### src/rtl/bank_extender.sv
module bank_extender #(
  parameter int              BANK_W       = 3,
  parameter bit              MEM_DECODE   = 1'b0,
  parameter logic [7:0]      IO_PORT      = 8'h40,
  parameter logic [15:0]     MEM_REG_ADDR = 16'hEFFF,
  parameter logic [15:0]     COMMON_BASE  = 16'hF000,
  parameter int              COMMON_LOG2  = 12,
  parameter logic [BANK_W-1:0] COMMON_BANK = '0
) (
  input  logic                 clk,
  input  logic                 rst_n,
  input  logic [15:0]          cpu_addr,
  input  logic                 mem_req,
  input  logic                 io_req,
  input  logic                 wr_en,
  input  logic [BANK_W-1:0]    wr_data,
  output logic [16+BANK_W-1:0] phys_addr,
  output logic [BANK_W-1:0]    bank_rd
);
  localparam int PA_W = 16 + BANK_W;

  logic [BANK_W-1:0] bank_q;
  logic              hit;
  logic              in_common;

  generate
    if (MEM_DECODE) begin : g_mem_dec
      assign hit = wr_en & mem_req & (cpu_addr == MEM_REG_ADDR);
    end else begin : g_io_dec
      assign hit = wr_en & io_req & (cpu_addr[7:0] == IO_PORT);
    end
  endgenerate

  always_ff @(posedge clk or negedge rst_n)
    if (!rst_n)   bank_q <= '0;
    else if (hit) bank_q <= wr_data;

  assign in_common = (cpu_addr[15:COMMON_LOG2] == COMMON_BASE[15:COMMON_LOG2]);
  assign phys_addr = in_common ? {COMMON_BANK, cpu_addr} : {bank_q, cpu_addr};
  assign bank_rd   = bank_q;

  AST_RESET_ZERO: assert property (@(posedge clk) $rose(rst_n) |-> bank_rd == '0);
  AST_WRITE_LOADS: assert property (@(posedge clk) disable iff (!rst_n)
    hit |=> bank_rd == $past(wr_data));
  AST_HOLD_NO_WRITE: assert property (@(posedge clk) disable iff (!rst_n)
    !hit |=> $stable(bank_rd));
  AST_COMMON_FIXED: assert property (@(posedge clk) disable iff (!rst_n)
    in_common |-> phys_addr[PA_W-1:16] == COMMON_BANK);
  AST_BANKED_UPPER: assert property (@(posedge clk) disable iff (!rst_n)
    !in_common |-> phys_addr[PA_W-1:16] == bank_rd);
  AST_LOW_PASS: assert property (@(posedge clk) disable iff (!rst_n)
    phys_addr[15:0] == cpu_addr);
endmodule

### config.mk
export PLATFORM = sky130hd
export DESIGN_NAME = bank_extender
export DESIGN_NICKNAME = d
export VERILOG_FILES = /design/src/rtl/bank_extender.sv
export SDC_FILE = /design/constraint.sdc
export NUM_CORES = 1
export LEC_CHECK = 0
export BUFFER_PORTS_ARGS = -buffer_cell sky130_fd_sc_hd__buf_4
export CORE_AREA = 2 2 39 41
export DETAILED_ROUTE_END_ITERATION = 6
export DIE_AREA = 0 0 41 43
export PLACE_DENSITY = 0.63
export SETUP_SLACK_MARGIN = 0.2
export SYNTH_ARGS = -nofsm -noshare
export SYNTH_HDL_FRONTEND = slang
export SYNTH_SLANG_ARGS = --single-unit
### constraint.sdc
create_clock -name clk -period 1.1 [get_ports clk]
set_clock_uncertainty 0.2 [all_clocks]
set_input_delay 0.165 -clock clk [delete_from_list [all_inputs] [get_ports clk]]
set_output_delay 0.165 -clock clk [all_outputs]
set_load 0.03 [all_outputs]
Word-level counts from Yosys, hierarchy flattened

Cells that the tools add are included.

$add $sub $neg: 0
Multiply operators: 0
Divide/modulo/power cells: 0
Magnitude comparators: 0
Equality and inequality tests: 2
Shift-type cells: 0
Mux-type cells: 1
Bitwise operators: 2
Reduce and logical (&&, ||, !) cells: 0

Operators with widths:

| kind                 | number |
|---|---|
| $mux W19             | 1 |
| $eq A8 B7 Y1 const B | 1 |
| $eq A4 B4 Y1 const B | 1 |
| $and A1 B1 Y1        | 2 |

Flip-flop bits (word level): 3
Bits in latches: 0
Bits in writable memories: 0
Memory bits (read-only): 0
Input bits: 24
Output and inout bits: 22
Logic and storage cells: 6
Memories kept: 0

Longest topological paths before layout

Gate-level depths: netlist (run 1).

Depth in word-level cells: 2
Depth in mapped cells: 3
Depth with buffers taken out: 3

Least setup slack after synthesis (run 1)

OpenSTA, ideal clock, no wires.

Path type: flip-flop to output port
Start: register bank_q[0] (netlist: bank_rd[0])
End: output port phys_addr[16]
Arrival: 0.844 ns
Required time: 0.735 ns
Path slack: -0.109 ns
Cell stages (with the launch flop): 2
Path buffers: 0
Path through: dfrtp_1 -> and2_1

Word-level cells in the longest chain between the ends: 1

RTL lines:

| element                | RTL line | RTL |
|---|---|---|
| from (decl)            | 22       | `logic [BANK_W-1:0] bank_q;` |
| from (signal assigned) | 36       | `else if (hit) bank_q <= wr_data;` |
| $mux W19               | 39       | `assign phys_addr = in_common ? {COMMON_BANK, cpu_addr} : {bank_q, cpu_addr};` |
| to (decl)              | 17       | `output logic [16+BANK_W-1:0] phys_addr,` |

No other way between the ends.

Final worst setup path (run 1)

Ends and elaborated chain as after synthesis.

==> summary.txt, run 1 <==
Final layout
  • FF/Latch Area: approximately 75 µm²
  • Layout cells sized above 1: 0.877
  • Most frequent cells in the layout: buf_4, buf_6, and2_4, dfrtp_1, clkbuf_4
  • Max reg flops: 3
  • Multi-input logic area: around 110 µm²
  • P&R area growth vs syn: 99.6%
  • Fin nets: 82
  • Final Cell Area: between 500 and 600 µm²
  • Ant. Diodes: 0
  • Most common cell after layout, fill and taps aside: buf_4
  • Fillers: approximately 140
  • Final core occ: 0.415

Min path
  • Hold WC Path Type: input pin to flip-flop

Setup path
  • CP top delay family: flip-flops
  • Worst-path cell chain: and2_4, buf_6
  • Worst Path Arrival: around 0.88 ns
  • Critical Path Source Type: flip-flop
  • CP Data Required Time: between 0.7 and 0.8 ns
  • Buffers & Inverters on Critical Path: 1
  • WS Path Type: flip-flop to primary output
  • Worst Setup End Kind: primary output
  • Slowest cell on crit path: dfrtp_1
  • CP max stage delay: 0.38 ns
  • Worst Path Max Fanout: 2

Floorplan
  • FP Rows: 14
  • Initial Utilization: 0.208
  • I/O pin count: between 40 and 50
  • Core ar.: ~1400 µm²
  • Die ar.: around 1800 µm²
  • Die Ht: roughly 43 µm
  • Die width: just over 40 µm

Pwr
  • Final Power: 499 µW
  • IR drop worst, VDD: around 0.00046 V
  • Leak Pwr: 0.305 nW
  • Power per cell area: a little under 900 nW/µm²

Drt
  • Via count: 299
  • Iter 0 DRT Violations: 1
  • Routed len/inst: approximately 10 µm
  • Detail Route Antenna Nets: 0
  • Drt pass-1 iters: 2
  • Total wire length: between 700 and 800 µm
  • DRC violations left: 0
  • Via density: slightly above 4

Global routing
  • Number of global-route vias before repair: 286
  • Total grt overflow: 0
  • Initial antenna violation count: 0
  • Total Routing Usage GR: 0.0844
  • First-pass GRT wire length: approximately 990 µm
  • Largest net degree at the start of global routing: 4

CTS
  • CTS Buf Count: 3
  • Post-CTS Hold Buffers: 1
  • Max clock buf depth: 2
  • Root buf cell: clkbuf_4
  • CTS clk-pin slew, worst paths: around 0.040 ns
  • CTS tree: built
  • Clk Latency, worst-skew pair: between 0.2 and 0.25 ns
  • H-tree depth: 1
  • Clock sinks: 3

STA
  • Slew of the pin with the lowest slew margin: ~0.21 ns
  • Fin crit share: 1.14
  • Max Slew Vio Count: 0
  • Setup tns final: -0.924 ns
  • Max Fclk: 0.801 GHz
  • Final hold slack: -0.0286 ns
  • Final Hold Fails: 3
  • Worst relative slew slack: 0.860
  • Setup WS post-layout: -0.149 ns
  • Finish-stage setup viols: 9
  • Unrepaired setup endpoints after global routing: true
  • Final worst path period need: 1.25 ns

Yosys
  • Post-Syn Instances: 29
  • Post-synthesis compound-gate area fraction: 0
  • Mux cell area share after synthesis: 0.117
  • Yosys warning count: 0
  • Main combinational cell family by area after synthesis: buffers and inverters
  • Post-synthesis sequential area ratio: 0.261
  • Unique masters post-synth: 8
  • Mean Syn Cell Area: about 10 µm²
  • Synth Area in XOR/XNOR: 0
  • Synth Area in Simple Gates: 0.204
  • Synth Net Count: 53
  • Number of synthesized register bits: 3
  • Adder-cell area share of the yosys netlist: 0
  • Post-Synthesis Cell Area: 288 µm²

Placement
  • PortBufs: 36
  • Gpl congestion: 0.634
  • Post-placement cell area: roughly 470 µm²

Outcome
  • Run status: complete, but fails checks
  • Failing checks: hold timing, setup timing

Flow run
  • Max Cap Viol: 0
[stage by stage]
step / cells / setup WS [ns]
after floorplan: 29 / -0.0935
after global placement: 66 / -0.254
after detailed placement: 66 / -0.325
after CTS: 73 / -0.155
after global routing: 73 / -0.181
final: 73 / -0.149
[final cells by class]
cell class | instances | share of cell area
timing repair buffer | 40 | 0.593
sequential | 3 | 0.131
multi-input combinational | 10 | 0.196
tap | 16 | 0.0349
clock buffer | 4 | 0.0458
[where the power goes]
group	total, mW	internal [mW]	leakage, nW	switching, mW
Combinational	0.194	0.102	0.249	0.0926
Clock	0.189	0.136	0.0150	0.0531
Sequential	0.116	0.114	0.0416	0.00190
[cells in the mapped netlist, drive strengths merged]
library cell	count	share of area
nor4	1	0.043
and4bb	1	0.043
mux2	3	0.12
nand4	1	0.022
dfrtp	3	0.26
and2	3	0.065
nand4b	1	0.030
buf	16	0.42
[worst paths after layout]
check,startpoint,cells past startpoint,endpoint,slack [ns]
max in group asynchronous,rst_n,2,bank_rd[2],0.55
hold reg to reg,bank_rd[1],1,bank_rd[1],0.34
setup reg to reg,bank_rd[2],2,bank_rd[2],0.03
setup / recovery,bank_rd[0],2,phys_addr[16],-0.15
min in group asynchronous,rst_n,2,bank_rd[0],0.05
hold / removal,wr_data[2],2,bank_rd[2],-0.03
[per-layer routing]
metal	track usage	up-vias	routed length, µm
li1	-	140	-
met2	0.138	26	395
met4	0.0600	0	0
met3	0.0366	0	133
met5	0	-	0
met1	0.0774	133	205
[logic make-up (layout without fill, tap and decap cells)]
family | count (synthesis) | in the layout
mux | 3 | 3
buf+inv | 16 | 44
flops | 3 | 3
simple gates | 7 | 7
[what timing repair did]
| item | in CTS | in global routing |
|---|---|---|
| buffers inserted | 2 | 0 |
| hold endpoints to repair | 6 | 3 |
| endpoints found under the setup margin | 10 | 10 |
| gates resized for setup | 9 | 6 |
| gates cloned | 0 | 0 |
| pin swaps | 0 | 1 |
Power figures use the tool's default switching activity.
==> run 2: changes to the inputs <==
--- a/config.mk
+++ b/config.mk
@@ -14,3 +14,4 @@
 export SYNTH_ARGS = -nofsm -noshare
 export SYNTH_HDL_FRONTEND = slang
 export SYNTH_SLANG_ARGS = --single-unit
+export TNS_END_PERCENT = 1
==> run 2 against run 1 <==
Net effect: the run still ends with hold timing, setup timing left; non-clock buffer count unchanged; clock power grew 2%; worst setup slack better by 0.00079 ns; final cell count unchanged; count of clock-buffer cells in the layout is the same; first-iteration DRC count did not move; sequential power barely moved; critical path type unchanged; register-to-register slack is essentially flat.
==> summary.txt, run 2 (synthesis results as in run 1) <==
CTS
  • CTS Buf Count: 3
  • CTS clk-pin slew, worst paths: around 0.04 ns
  • Clock sinks: 3
  • Clk Latency, worst-skew pair: ~0.23 ns
  • Root buf cell: clkbuf_4
  • CTS tree: built
  • Max clock buf depth: 2
  • Post-CTS Hold Buffers: 1
  • H-tree depth: 1

Drt
  • DRC violations left: 0
  • Routed len/inst: slightly below 10 µm
  • Iter 0 DRT Violations: 1
  • Detail Route Antenna Nets: 0
  • Drt pass-1 iters: 3
  • Via count: between 200 and 300
  • Via density: between 3 and 4
  • Total wire length: between 700 and 800 µm

Global routing
  • First-pass GRT wire length: 1.04 mm
  • Total Routing Usage GR: 0.0874
  • Number of global-route vias before repair: roughly 270
  • Initial antenna violation count: 0
  • Largest net degree at the start of global routing: 4
  • Total grt overflow: 0

STA
  • Fin crit share: 1.13
  • Unrepaired setup endpoints after global routing: true
  • Max Fclk: around 0.80 GHz
  • Max Slew Vio Count: 0
  • Slew of the pin with the lowest slew margin: between 0.2 and 0.25 ns
  • Worst relative slew slack: 0.866
  • Final Hold Fails: 3
  • Setup WS post-layout: -0.148 ns
  • Finish-stage setup viols: 9
  • Final hold slack: -0.0340 ns
  • Final worst path period need: around 1.2 ns

Floorplan
  • Die ar.: about 1800 µm²
  • Initial Utilization: 0.208
  • Die width: a little over 40 µm
  • Die Ht: around 43 µm
  • Core ar.: ~1400 µm²
  • FP Rows: 14
  • I/O pin count: 46

Setup path
  • Slowest cell on crit path: dfrtp_1
  • Worst-path cell chain: and2_4, buf_6
  • Reg-to-Reg Start: bank_rd[0]
  • CP Data Required Time: about 0.73 ns
  • CP max stage delay: around 0.38 ns
  • Worst Setup End Kind: primary output
  • Worst Path Max Fanout: 3
  • WS Path Type: flip-flop to primary output
  • Critical Path Source Type: flip-flop
  • Worst Path Arrival: between 0.8 and 0.9 ns
  • Worst setup path start: bank_rd[2]
  • R2R depth: 2

Placement
  • PortBufs: 36
  • Gpl congestion: between 0.6 and 0.7
  • Placed Cells: 66

Final layout
  • Layout cells sized above 1: 0.877
  • Most frequent cells in the layout: buf_4, buf_6
  • Final Non-Filler Cells: 73
  • P&R area growth vs syn: 91.3%
  • Max reg flops: 3
  • Ant. Diodes: 0
  • Most common cell after layout, fill and taps aside: buf_4
  • Fin nets: 82

Pwr
  • Power per cell area: between 900 and 1000 nW/µm²
  • IR drop worst, VDD: between 0.0004 and 0.0005 V
  • Leak Pwr: approximately 0.3 nW

Outcome
  • Run status: complete, but fails checks
  • Failing checks: hold timing, setup timing

Min path
  • Hold path depth: 2
  • Min-Delay Startpoint: wr_data[0]
  • Hold WC Path Type: input pin to flip-flop

Flow run
  • Max Cap Viol: 0
## run 2: report_power, final
| part | switching, mW | internal (mW) | leakage (nW) | total (mW) |
|---|---|---|---|---|
| Sequential | 0.00178 | 0.114 | 0.0416 | 0.116 |
| Clock | 0.0570 | 0.136 | 0.0150 | 0.193 |
| Combinational | 0.0907 | 0.0968 | 0.240 | 0.187 |
| Total | 0.150 | 0.347 | 0.297 | 0.496 |
## run 2: cell type report
type,instances,area (µm²)
sequential,3,75.1
timing repair buffer,40,329
tap,16,20.0
fill,143,833
multi-input combinational,10,100
clock buffer,4,26.3
## run 2: critical path: cells and delay by family (launching register included)
family                 cells  cell delay (ns)
DFF                        1             0.38
and+or+nand+nor            1             0.14
buffers and inverters      1             0.13
## run 2: path summary, 6_finish.rpt
check | to | slack, ns
max | phys_addr[18] | -0.15
min | bank_rd[0] | -0.03
max reg2reg | bank_rd[0] | 0.02
min reg2reg | bank_rd[2] | 0.33
max in group asynchronous | bank_rd[1] | 0.55
min in group asynchronous | bank_rd[2] | 0.06
## run 2: repair_timing
action	in CTS	in global routing
endpoints found under the setup margin	10	10
gates resized for setup	9	1
endpoints found under the hold margin	6	3
cloned	0	0
setup buffers	2	0
## run 2: per-layer routing
layer,track usage,routed length (µm),vias up
met5,0,0,-
met4,0.0267,0,0
met3,0.0471,121,0
met2,0.147,390,21
met1,0.0871,191,126
li1,-,-,138
## run 2: through the flow
step                power [mW]  instance area (µm²)  setup slack, ns   util  setup TNS (ns)
detailed placement       0.292                  469           -0.319  0.339           -1.04
CTS                      0.505                  547           -0.153  0.395          -0.986
floorplan                0.248                  292          -0.0935      -          -0.449
finish                   0.496                  551           -0.148  0.398          -0.897
global route             0.527                  551           -0.184  0.398           -1.34
global placement         0.291                  469           -0.256  0.339          -0.825
==> run 3: changes to the inputs <==
==> constraint.sdc (replaced) <==
create_clock -name clk -period 1.2 [get_ports clk]
set_clock_uncertainty 0.2 [all_clocks]
set_input_delay 0.18 -clock clk [delete_from_list [all_inputs] [get_ports clk]]
set_output_delay 0.18 -clock clk [all_outputs]
set_load 0.03 [all_outputs]
==> run 3 against run 2 <==
Net effect: the run still ends with hold timing, setup timing left; sequential share of layout area shrank 0.30 points; sequential power shrank 9%; power shrank 8.3%; critical path depth is the same; register-to-register slack gained 0.10 ns; first-iteration DRC count grew 100%; critical path type unchanged; critical endpoint is now bank_rd[1]; highest routed layer unchanged.
==> summary.txt, run 3 (synthesis results as in run 1) <==
Outcome
  • Run status: complete, but fails checks
  • Failing checks: hold timing, setup timing

CTS
  • CTS clk-pin slew, worst paths: about 0.04 ns
  • CTS tree: built
  • Max clock buf depth: 2
  • H-tree depth: 1
  • Root buf cell: clkbuf_4
  • Clock sinks: 3
  • Clk Latency, worst-skew pair: around 0.23 ns
  • Post-CTS Hold Buffers: 1
  • CTS Buf Count: 3

Floorplan
  • Die ar.: 1760 µm²
  • Initial Utilization: 0.208
  • Die width: ~41 µm
  • I/O pin count: 46
  • FP Rows: 14
  • Core ar.: between 1000 and 1500 µm²
  • Die Ht: roughly 43 µm

Final layout
  • Final core occ: 0.407
  • Most frequent cells in the layout: buf_4, buf_6
  • Layout cells sized above 1: 0.879
  • P&R area growth vs syn: 95.7%
  • Most common cell after layout, fill and taps aside: buf_4
  • Final Cell Area: 563 µm²
  • Fillers: between 100 and 150
  • Ant. Diodes: 0
  • Max reg flops: 3
  • Fin nets: 83

Global routing
  • Total grt overflow: 0
  • Number of global-route vias before repair: 300
  • First-pass GRT wire length: ~1.1 mm
  • Largest net degree at the start of global routing: 4
  • Total Routing Usage GR: 0.0894
  • Initial antenna violation count: 0

STA
  • Final worst path period need: 1.25 ns
  • Worst relative slew slack: 0.869
  • Fin crit share: 1.04
  • Setup WS post-layout: -0.0531 ns
  • Unrepaired setup endpoints after global routing: true
  • Setup tns final: -0.279 ns
  • Final hold slack: -0.0161 ns
  • Max Slew Vio Count: 0
  • Finish-stage setup viols: 6
  • Slew of the pin with the lowest slew margin: around 0.20 ns
  • Max Fclk: between 0.7 and 0.8 GHz
  • Final Hold Fails: 3

Drt
  • Routed len/inst: slightly below 10 µm
  • Via count: 299
  • Drt pass-1 iters: 2
  • Iter 0 DRT Violations: 2
  • Detail Route Antenna Nets: 0
  • Total wire length: 722 µm
  • DRC violations left: 0
  • Via density: a little over 4

Setup path
  • Setup crit end: bank_rd[1]
  • Critical Path Source Type: flip-flop
  • Worst Path Max Fanout: 2
  • WS Path Type: flip-flop to primary output
  • CP Data Required Time: around 0.82 ns
  • CP max stage delay: ~0.37 ns
  • Reg-to-Reg End: bank_rd[1]
  • Worst-path cell chain: buf_4, buf_6
  • R2R depth: 2
  • R2R setup slack: roughly 0.12 ns
  • Slowest cell on crit path: dfrtp_1
  • Worst Path Arrival: just under 0.9 ns
  • Buffers & Inverters on Critical Path: 2
  • Worst path depth: 2
  • CP top delay family: flip-flops
  • Worst Setup End Kind: primary output
  • Reg-to-Reg Start: bank_rd[1]
  • Worst setup path start: bank_rd[1]

Pwr
  • Sw Pwr: about 140 µW
  • IR drop worst, VDD: roughly 0.00052 V
  • Sequential power share: 0.233
  • Clock power share: 0.382
  • Sw Share: 0.301
  • Logic pwr share: 0.385
  • Int Power: around 320 µW
  • Power per cell area: between 800 and 900 nW/µm²
  • Leak Pwr: about 0.30 nW

Min path
  • Hold WC Path Type: input pin to flip-flop

Placement
  • Post-placement cell area: about 470 µm²
  • Gpl congestion: just under 0.7
  • PortBufs: 36

Flow run
  • Max Cap Viol: 0
## run 3: cell count changes in the layout (fill, tap and decap cells not counted)
cell    delta
nor4_4     +1
buf_6      -1
nor4_2     -1
buf_4      +2
## run 3: worst min path at each step
stage,start,endpoint,cells after the start
5_1_grt,wr_data[1],bank_rd[1],2
4_1_cts,wr_data[1],bank_rd[1],2
3_5_place_dp,rst_n,bank_rd[2],1
3_3_place_gp,rst_n,bank_rd[0],1
6_report,wr_data[2],bank_rd[2],2
2_1_floorplan,rst_n,bank_rd[0],0
## run 3: repair_timing
item | CTS | global route
hold endpoints to repair | 6 | 3
resized for setup | 9 | 1
setup buffers | 3 | 0
pin swaps | 1 | 1
setup endpoints to repair | 9 | 9
## run 3: power groups by stage
| stage | clock network, mW | logic, mW | registers (mW) |
|---|---|---|---|
| after CTS | 0.183 | 0.173 | 0.106 |
| after global placement | 0 | 0.159 | 0.108 |
| after floorplan | 0 | 0.114 | 0.113 |
| after detailed placement | 0 | 0.160 | 0.108 |
| final | 0.174 | 0.175 | 0.106 |
| after global routing | 0.193 | 0.186 | 0.106 |
## run 3: cell type report
cell class | count | area [µm²] | area share
Timing Repair Buffer | 41 | 333 | 0.591
Sequential cell | 3 | 75.1 | 0.133
Clock buffer | 4 | 26.3 | 0.0467
Multi-Input combinational cell | 10 | 109 | 0.193
Tap cell | 16 | 20.0 | 0.0356
## run 3: through the flow
stage | std cells | total power [mW] | setup slack, ns
2_1_floorplan | 29 | 0.227 | -0.00853
3_3_place_gp | 66 | 0.267 | -0.171
3_5_place_dp | 66 | 0.268 | -0.233
4_1_cts | 74 | 0.463 | -0.0570
5_1_grt | 74 | 0.485 | -0.0814
6_report | 74 | 0.455 | -0.0531
## run 3: routing by layer
layer | track usage | vias to the layer above | routed length, µm
met3 | 0.0471 | 0 | 114
met1 | 0.0968 | 136 | 224
met2 | 0.144 | 21 | 382
li1 | - | 142 | -
met5 | 0 | - | 0
met4 | 0.0267 | 0 | 0
